<file path="config.mk">
export PLATFORM = sky130hd
export DESIGN_NAME = vcoc_output_channel
export DESIGN_NICKNAME = d
export VERILOG_FILES = /design/src/rtl/vcoc_pkg.sv /design/src/rtl/vcoc_arbiter.sv /design/src/rtl/vcoc_switch.sv /design/src/rtl/vcoc_flow.sv /design/src/rtl/vcoc_output_channel.sv
export SDC_FILE = /design/constraint.sdc
export NUM_CORES = 1
export LEC_CHECK = 0
export ABC_AREA = 1
export CORE_ASPECT_RATIO = 1.2
export CORE_MARGIN = 5
export CORE_UTILIZATION = 30
export CTS_CLUSTER_DIAMETER = 50
export DETAILED_ROUTE_END_ITERATION = 8
export PLACE_DENSITY = 0.89
export SLEW_MARGIN = 15
export SYNTH_ARGS = -nofsm -noshare
export SYNTH_HDL_FRONTEND = slang
export SYNTH_SLANG_ARGS = --single-unit
</file>
<file path="constraint.sdc">
create_clock -name clk -period 4.3 [get_ports clk]
set_input_delay 0.86 -clock clk [delete_from_list [all_inputs] [get_ports clk]]
set_output_delay 0.86 -clock clk [all_outputs]
set_load 0.05 [all_outputs]
</file>
<file path="src/rtl/vcoc_pkg.sv">
package vcoc_pkg;

    typedef enum logic {
        ARB_ROUND_ROBIN = 1'b0,
        ARB_FIXED_PRIO  = 1'b1
    } arb_mode_e;

endpackage

</file>
<file path="src/rtl/vcoc_arbiter.sv">
module vcoc_arbiter
    import vcoc_pkg::*;
#(
    parameter int NUM_VC = 4,
    parameter int IDX_W  = 2
) (
    input  logic [NUM_VC-1:0] eligible,
    input  logic [IDX_W-1:0]  ptr,
    input  arb_mode_e         mode,
    output logic [NUM_VC-1:0] pick
);

    logic found;
    int   cand;

    always_comb begin
        pick  = '0;
        found = 1'b0;
        cand  = 0;
        for (int k = 0; k < NUM_VC; k++) begin
            if (mode == ARB_FIXED_PRIO) begin
                cand = k;
            end else begin
                cand = (int'(ptr) + k) % NUM_VC;
            end
            if (!found && eligible[cand]) begin
                pick[cand] = 1'b1;
                found      = 1'b1;
            end
        end
    end

endmodule

</file>
<file path="src/rtl/vcoc_switch.sv">
module vcoc_switch #(
    parameter int NUM_VC = 4,
    parameter int FLIT_W = 32
) (
    input  logic                     clk,
    input  logic                     rst_n,
    input  logic [NUM_VC-1:0]        grant,
    input  logic [NUM_VC*FLIT_W-1:0] vc_data,
    input  logic [NUM_VC-1:0]        vc_eop,
    input  logic [NUM_VC-1:0]        vc_rok,
    output logic [FLIT_W-1:0]        out_data,
    output logic                     out_eop,
    output logic                     out_val
);

    logic [FLIT_W-1:0] masked [NUM_VC];

    for (genvar g = 0; g < NUM_VC; g++) begin : g_lane
        assign masked[g] = vc_data[g*FLIT_W +: FLIT_W] & {FLIT_W{grant[g]}};
    end

    always_comb begin
        out_data = '0;
        for (int i = 0; i < NUM_VC; i++) begin
            out_data = out_data | masked[i];
        end
        out_eop = |(grant & vc_eop);
        out_val = |(grant & vc_rok);
    end

    // an idle output never claims a valid flit
    a_r5_idle_quiet: assert property (@(posedge clk) disable iff (!rst_n)
        (grant == '0) |-> (!out_val && !out_eop && out_data == '0));

endmodule

</file>
<file path="src/rtl/vcoc_flow.sv">
module vcoc_flow #(
    parameter int NUM_VC = 4
) (
    input  logic              clk,
    input  logic              rst_n,
    input  logic [NUM_VC-1:0] grant,
    input  logic              out_val,
    input  logic              out_eop,
    input  logic              link_ack,
    output logic [NUM_VC-1:0] vc_rd,
    output logic              last_xfer
);

    logic xfer;

    always_comb begin
        xfer      = out_val && link_ack;
        vc_rd     = grant & {NUM_VC{xfer}};
        last_xfer = xfer && out_eop;
    end

    // read strobe is one-hot and only appears with an acknowledge
    a_r6_rd_onehot: assert property (@(posedge clk) disable iff (!rst_n)
        $onehot0(vc_rd));
    a_r6_rd_needs_ack: assert property (@(posedge clk) disable iff (!rst_n)
        (vc_rd != '0) |-> link_ack);

endmodule

</file>
<file path="src/rtl/vcoc_output_channel.sv">
module vcoc_output_channel
    import vcoc_pkg::*;
#(
    parameter int NUM_VC = 4,
    parameter int FLIT_W = 32
) (
    input  logic                     clk,
    input  logic                     rst_n,
    input  logic                     arb_mode,
    input  logic [NUM_VC-1:0]        vc_clk_en,
    input  logic [NUM_VC-1:0]        vc_req,
    input  logic [NUM_VC-1:0]        vc_rok,
    input  logic [NUM_VC-1:0]        vc_eop,
    input  logic [NUM_VC*FLIT_W-1:0] vc_data,
    input  logic                     link_ack,
    output logic [FLIT_W-1:0]        out_data,
    output logic                     out_eop,
    output logic                     out_val,
    output logic [NUM_VC-1:0]        vc_rd,
    output logic [NUM_VC-1:0]        vc_grant
);

    localparam int IDX_W = (NUM_VC > 1) ? $clog2(NUM_VC) : 1;

    typedef struct packed {
        logic [NUM_VC-1:0] grant;
        logic [IDX_W-1:0]  ptr;
    } state_t;

    state_t st_q, st_d;

    logic [NUM_VC-1:0] eligible;
    logic [NUM_VC-1:0] pick;
    logic [IDX_W-1:0]  win_idx;
    logic              last_xfer;

    assign eligible = vc_req & vc_clk_en;

    vcoc_arbiter #(.NUM_VC(NUM_VC), .IDX_W(IDX_W)) u_arb (
        .eligible (eligible),
        .ptr      (st_q.ptr),
        .mode     (arb_mode_e'(arb_mode)),
        .pick     (pick)
    );

    vcoc_switch #(.NUM_VC(NUM_VC), .FLIT_W(FLIT_W)) u_sw (
        .clk      (clk),
        .rst_n    (rst_n),
        .grant    (st_q.grant),
        .vc_data  (vc_data),
        .vc_eop   (vc_eop),
        .vc_rok   (vc_rok),
        .out_data (out_data),
        .out_eop  (out_eop),
        .out_val  (out_val)
    );

    vcoc_flow #(.NUM_VC(NUM_VC)) u_flow (
        .clk       (clk),
        .rst_n     (rst_n),
        .grant     (st_q.grant),
        .out_val   (out_val),
        .out_eop   (out_eop),
        .link_ack  (link_ack),
        .vc_rd     (vc_rd),
        .last_xfer (last_xfer)
    );

    always_comb begin
        st_d    = st_q;
        win_idx = '0;
        for (int i = 0; i < NUM_VC; i++) begin
            if (st_q.grant[i]) begin
                win_idx = IDX_W'(i);
            end
        end
        if (st_q.grant != '0) begin
            if (last_xfer) begin
                st_d.grant = '0;
                if (int'(win_idx) == NUM_VC - 1) begin
                    st_d.ptr = '0;
                end else begin
                    st_d.ptr = win_idx + 1'b1;
                end
            end
        end else begin
            st_d.grant = pick;
        end
    end

    always_ff @(posedge clk or negedge rst_n) begin
        if (!rst_n) begin
            st_q <= '0;
        end else begin
            st_q <= st_d;
        end
    end

    assign vc_grant = st_q.grant;

    // at most one VC owns the output
    a_r4_grant_onehot: assert property (@(posedge clk) disable iff (!rst_n)
        $onehot0(vc_grant));

    // grant is frozen until the last flit is acknowledged
    a_r7_lock_hold: assert property (@(posedge clk) disable iff (!rst_n)
        (vc_grant != '0 && !(out_val && link_ack && out_eop)) |=> $stable(vc_grant));

    // the last acknowledged flit frees the output for one cycle
    a_r7_release: assert property (@(posedge clk) disable iff (!rst_n)
        (vc_grant != '0 && out_val && link_ack && out_eop) |=> (vc_grant == '0));

    // a fresh grant always goes to a requesting, clocked VC
    a_r8_gated_ignored: assert property (@(posedge clk) disable iff (!rst_n)
        (vc_grant != '0 && $past(vc_grant) == '0)
            |-> ((vc_grant & $past(vc_req & vc_clk_en)) != '0));

    // fixed priority never skips a lower eligible index
    a_r2_lowest_first: assert property (@(posedge clk) disable iff (!rst_n)
        (vc_grant != '0 && $past(vc_grant) == '0 && $past(arb_mode))
            |-> (($past(vc_req & vc_clk_en) & (vc_grant - 1'b1)) == '0));

endmodule

</file>
* Word-level counts from Yosys, hierarchy flattened
Cells that the tools add are included.
** Word-level totals
- Register bits after elaboration :: 6
- Latch bits :: 0
- RAM bits :: 0
- Bits in read-only memories :: 0
- Input bits :: 148
- Output and inout bits :: 42
- Logic and storage cells :: 89
- Memories kept :: 0
** Operators by class
- $add $sub $neg :: 4
- Multiply operators :: 0
- Div/mod/pow operators :: 0
- $lt $le $gt $ge :: 8
- Equality and inequality tests :: 2
- Shift-type cells :: 0
- Muxes and demuxes :: 37
- Bitwise gates (word level) :: 17
- Reduce and logical (&&, ||, !) cells :: 19
** Operators by type and width (count)
- 32-bit AND :: 4
- 32-bit by 1-bit greater-or-equal comparator with 1-bit output (second input constant) :: 4
- 32-bit by 4-bit less-than comparator with 1-bit output (second input constant) :: 4
- 32-bit 2-to-1 mux :: 3
- 32-bit OR :: 3
- 4-bit 2-to-1 mux :: 5
- 4-bit AND :: 4
- 1-bit 2-to-1 mux :: 16
- 4-bit OR :: 3
- 1-bit logical AND :: 9
- 1-bit binary-select mux with 2-bit select :: 4
- 1-bit demux with 2-bit select :: 4
- 2-bit 2-to-1 mux :: 4
- 4-bit OR reduction :: 2
- 6-bit 2-to-1 mux :: 1
- 2-bit OR reduction :: 3
- 2-bit by 1-bit adder with 2-bit output (second input constant) :: 2
- 2-bit adder (second input constant) :: 2
- 4-bit nonzero test :: 1
- 1-bit AND (first input constant) :: 3
- 1-bit logical NOT :: 3
- 2-bit by 1-bit == test with 1-bit output (second input constant) :: 1
- 2-bit inequality test (second input constant) :: 1
- 2-bit AND reduction :: 1

* Logic depth before layout (Yosys ltp)
- Word-level depth :: 16
- Depth in mapped cells :: 13
- Gate-level depth less buffers :: 12

* Modules after synthesis
From an unflattened synthesis, not the netlist that was laid out.
** Unflattened totals
- Cells, all modules :: 461
- Area total of the unflattened synthesis :: 2159.6 um^2
** Modules (own cells, without submodules)
- vcoc_switch :: times used 1, cells each 322, area an instance 1346.3 um^2, seq. area each 0.0 um^2
- vcoc_arbiter :: times used 1, cells each 85, area an instance 446.7 um^2, seq. area each 0.0 um^2
- vcoc_output_channel :: times used 1, cells each 43, area an instance 322.8 um^2, seq. area each 150.1 um^2
- vcoc_flow :: times used 1, cells each 11, area an instance 43.8 um^2, seq. area each 0.0 um^2

* Worst setup path after synthesis
No wires, ideal clock.
- Kind :: in2out
- Start :: in vc_rok[2]
- End :: out vc_rd[0]
- Data arrival time :: 1.858 ns
- Required time :: 3.440 ns
- Slack :: 1.582 ns
- Stages on the path :: 5
- Path buffers :: 0
- Cell sequence :: a22o_1 -> nor2_1 -> nor2_1 -> inv_1 -> nor2_1
** On the way
- Longest elaborated chain between the ends :: 4
** Ends and longest elaborated chain
- start, declared :: RTL line vcoc_output_channel.sv:12 : input logic [NUM_VC-1:0] vc_rok,
- 4-bit AND :: RTL line vcoc_switch.sv:28 : out_val = |(grant & vc_rok);
- 4-bit OR reduction :: RTL line vcoc_switch.sv:28
- 1-bit logical AND :: RTL line vcoc_flow.sv:17 : xfer = out_val && link_ack;
- 4-bit AND :: RTL line vcoc_flow.sv:18 : vc_rd = grant & {NUM_VC{xfer}};
- end, declared :: RTL line vcoc_output_channel.sv:19 : output logic [NUM_VC-1:0] vc_rd,
Every way passes these cells.

* Worst setup path in the final report
- Start :: in vc_rok[2]
- End :: out vc_rd[2]
Same word-level chain as after synthesis.

==> results.json <==
{
  "clk_pin_slew_ns": 0.04,
  "dpl.cell_count": 554,
  "report.final.hold_viol_count": 0,
  "synth.yosys.warnings": 0,
  "cellPowerDensity_nw_per_um2": 621.4,
  "layout_common_cells": "clkdlybuf4s50_1 (189), nand2_1 (183), nand4_1 (33), nand3_1 (21), inv_1 (15)",
  "postSynthCellCount": 321,
  "worst_skew_pair.late_latency_ns": 0.22,
  "grt_setup_unrepaired": "false",
  "final.period_utilization_pct": 81.05,
  "setup_viol": 0,
  "number_of_global_route_vias_before_repair": 2695,
  "critical_path.max_fanout": 4,
  "netlist_area_sq_um": 1600,
  "n_antenna_cell": 0,
  "synth-seq-area-share_pct": 9.382,
  "final_layout_size_suffix_gt1_share_pct": 5.455,
  "core_region_area_sq_um": 5225,
  "clkSinkCount": 6,
  "critical_path_class": "in2out",
  "placement_rows": 29,
  "max_freq_mhz": 286.9,
  "hold_buffers": 0,
  "post_cts_buffers": 0,
  "cts_tree": "yes",
  "die_w_um": 76.67,
  "grt_start_max_net_pins": 40,
  "detail_route.vias_per_cell": 4.908,
  "grt_antenna_before_repair": 2,
  "intPower_mw": 0.8045,
  "gpl_congestion": 0.9343,
  "cts.root.buffer_cell": "clkbuf_8",
  "syn_nets": 469,
  "synth.distinct_cells": 21,
  "drcViolationCount": 0,
  "die-height_um": 90.01,
  "post-route-min-period_ns": 3.485,
  "total_global_routing_overflow": 0,
  "total_switching_power_mw": 1.383,
  "track_usage_pct": 21.86,
  "post_synth_main_area_contributors": "nand2_1 (43%), nand4_1 (13%), dfrtp_1 (9.4%), nand3_1 (6.6%), inv_1 (3.5%)",
  "tritoncts.num_buffers": 3,
  "io-pin-count": 190,
  "seq_power_share_pct": 7.3,
  "layout_commonest_cell": "clkdlybuf4s50_1",
  "post_cts.resized_instances": 0,
  "setup.worst_path.start_class": "input port",
  "cp-startpoint": "vc_rok[2]",
  "totalNegativeSetupSlack_ns": 0,
  "floorplan.die_area_sq_um": 6901,
  "hold_path_class": "reg2reg",
  "max-cap-violations": 0,
  "reg2reg_slack_ns": 2.51,
  "grt_first_pass_wirelength_um": 12670,
  "post-layout-total-power_mw": 2.188,
  "final_cell_area_sq_um": 3521,
  "post-dp-hpwl_um": 6909,
  "combinationalPowerShare_pct": 88.9,
  "drt_pre_antenna_iters": 4,
  "cp-endpoint": "vc_rd[2]",
  "drt_wl_total_um": 8067,
  "syn2layout_area_growth_pct": 120.0,
  "dpl_cell_area_sq_um": 3480,
  "power.share.switching_pct": 63.23,
  "initial_utilization_pct": 30.63,
  "peakVddDrop_uv": 427.9,
  "reg2reg_depth": 6,
  "pwr-share-clk_pct": 3.7,
  "post-synth-top-area-fraction_pct": 42.92,
  "port_buffers": 189,
  "initialDrtViolationCount": 155,
  "tightestPinTransition_ns": 0.6472,
  "routedWlPerCell_um": 14.48,
  "static_leakage_nw": 1.534,
  "nFillCells": 470,
  "flip_flop_and_latch_count_after_synthesis": 6,
  "library_cell_with_the_largest_summed_area_after_synthesis": "nand2_1",
  "arrival_time_at_the_worst_endpoint_ns": 2.63,
  "run_status": "completed",
  "timing_max_transition_violations_final": 0,
  "syn_area_per_cell_sq_um": 4.985,
  "worstReg2RegStart": "vc_grant[1]$_DFFE_PN0P_",
  "detailroute.via_count": 2734,
  "clk_path_buf_depth": 2,
  "data_required_time_at_the_worst_endpoint_ns": 3.44,
  "timing.critical_path.to_type": "output pin",
  "ant_nets": 0,
  "nNetsFinal": 645,
  "finalNonFillerCells": 557,
  "h-tree-depth": 1,
  "fin_worst_skew_ns": 0.003298,
  "slew_headroom_pct": 56.85,
  "r2r_end": "vc_grant[1]$_DFFE_PN0P_"
}
## power by group through the flow
stage	clock network (mW)	registers [mW]	logic [mW]
floorplan	0	0.0961	1.37
global placement	0	0.161	1.93
detailed placement	0	0.162	1.95
CTS	0.0832	0.161	1.96
global route	0.0901	0.166	2.07
finish	0.0819	0.160	1.95
## area by class of cell
cell class	instances	area, sq um	area share (%)
clock buffers	3	41.29	1.173
inverters	17	63.81	1.812
multi-input cells	276	1266	35.96
flip-flops and latches	6	150.1	4.264
well taps	62	77.57	2.203
repair buffers	193	1922	54.58
## per-layer routing
layer,routed length (um),GRT usage (%)
met5,26,0
met4,182,5.102
met3,807,9.100
met2,4147,40.58
met1,2902,22.26
## state kept, by name, indices dropped and copies added (netlist names)
| signal | cells |
|---|---|
| vc_grant | 4 |
| st_q | 2 |
## through the flow
step | utilization [%] | setup slack, ns | hold WS (ns)
2_1_floorplan | - | 1.582 | 0.5644
3_3_place_gp | 66.59 | 0.8301 | 0.6083
3_5_place_dp | 66.59 | 0.8094 | 0.6299
4_1_cts | 67.39 | 0.8076 | 0.6378
5_1_grt | 67.39 | 0.6681 | 0.7246
6_report | 67.39 | 0.8147 | 0.6401
## how the worst min path moves through the flow
stage	from	endpoint	cells past startpoint
6_report	st_q[1]$_DFFE_PN0P_	st_q[1]$_DFFE_PN0P_	2
5_1_grt	st_q[1]$_DFFE_PN0P_	st_q[1]$_DFFE_PN0P_	2
4_1_cts	st_q[1]$_DFFE_PN0P_	st_q[1]$_DFFE_PN0P_	2
3_5_place_dp	st_q[1]$_DFFE_PN0P_	st_q[1]$_DFFE_PN0P_	2
3_3_place_gp	st_q[1]$_DFFE_PN0P_	st_q[1]$_DFFE_PN0P_	2
2_1_floorplan	rst_n	st_q[0]$_DFFE_PN0P_	0
## cells in the mapped netlist, drive strengths merged
| library cell | count |
|---|---|
| inv | 17 |
| clkbuf | 10 |
| nand2 | 196 |
| nand4 | 33 |
| nor2 | 15 |
| buf | 12 |
| nor4 | 1 |
| dfrtp | 6 |
| a22o | 2 |
| nand3 | 23 |
| o21ai | 6 |
## logic make-up (layout without fill, tap and decap cells)
group	Yosys count	after routing	share of synthesized area [%]
flip-flops	6	6	9.382
AO/OA/AOI/OAI	8	8	2.971
AND/OR/NAND/NOR	268	268	76.15
buffers and inverters	39	213	11.49
## critical path: stages
cell and delay (ns):
clkdlybuf4s50_1 0.45, a22o_1 0.13, nor2_1 0.06, nor2_1 0.11
inv_1 0.10, nor2_1 0.10, clkdlybuf4s50_1 0.81
(Power assumes the default switching activity.)
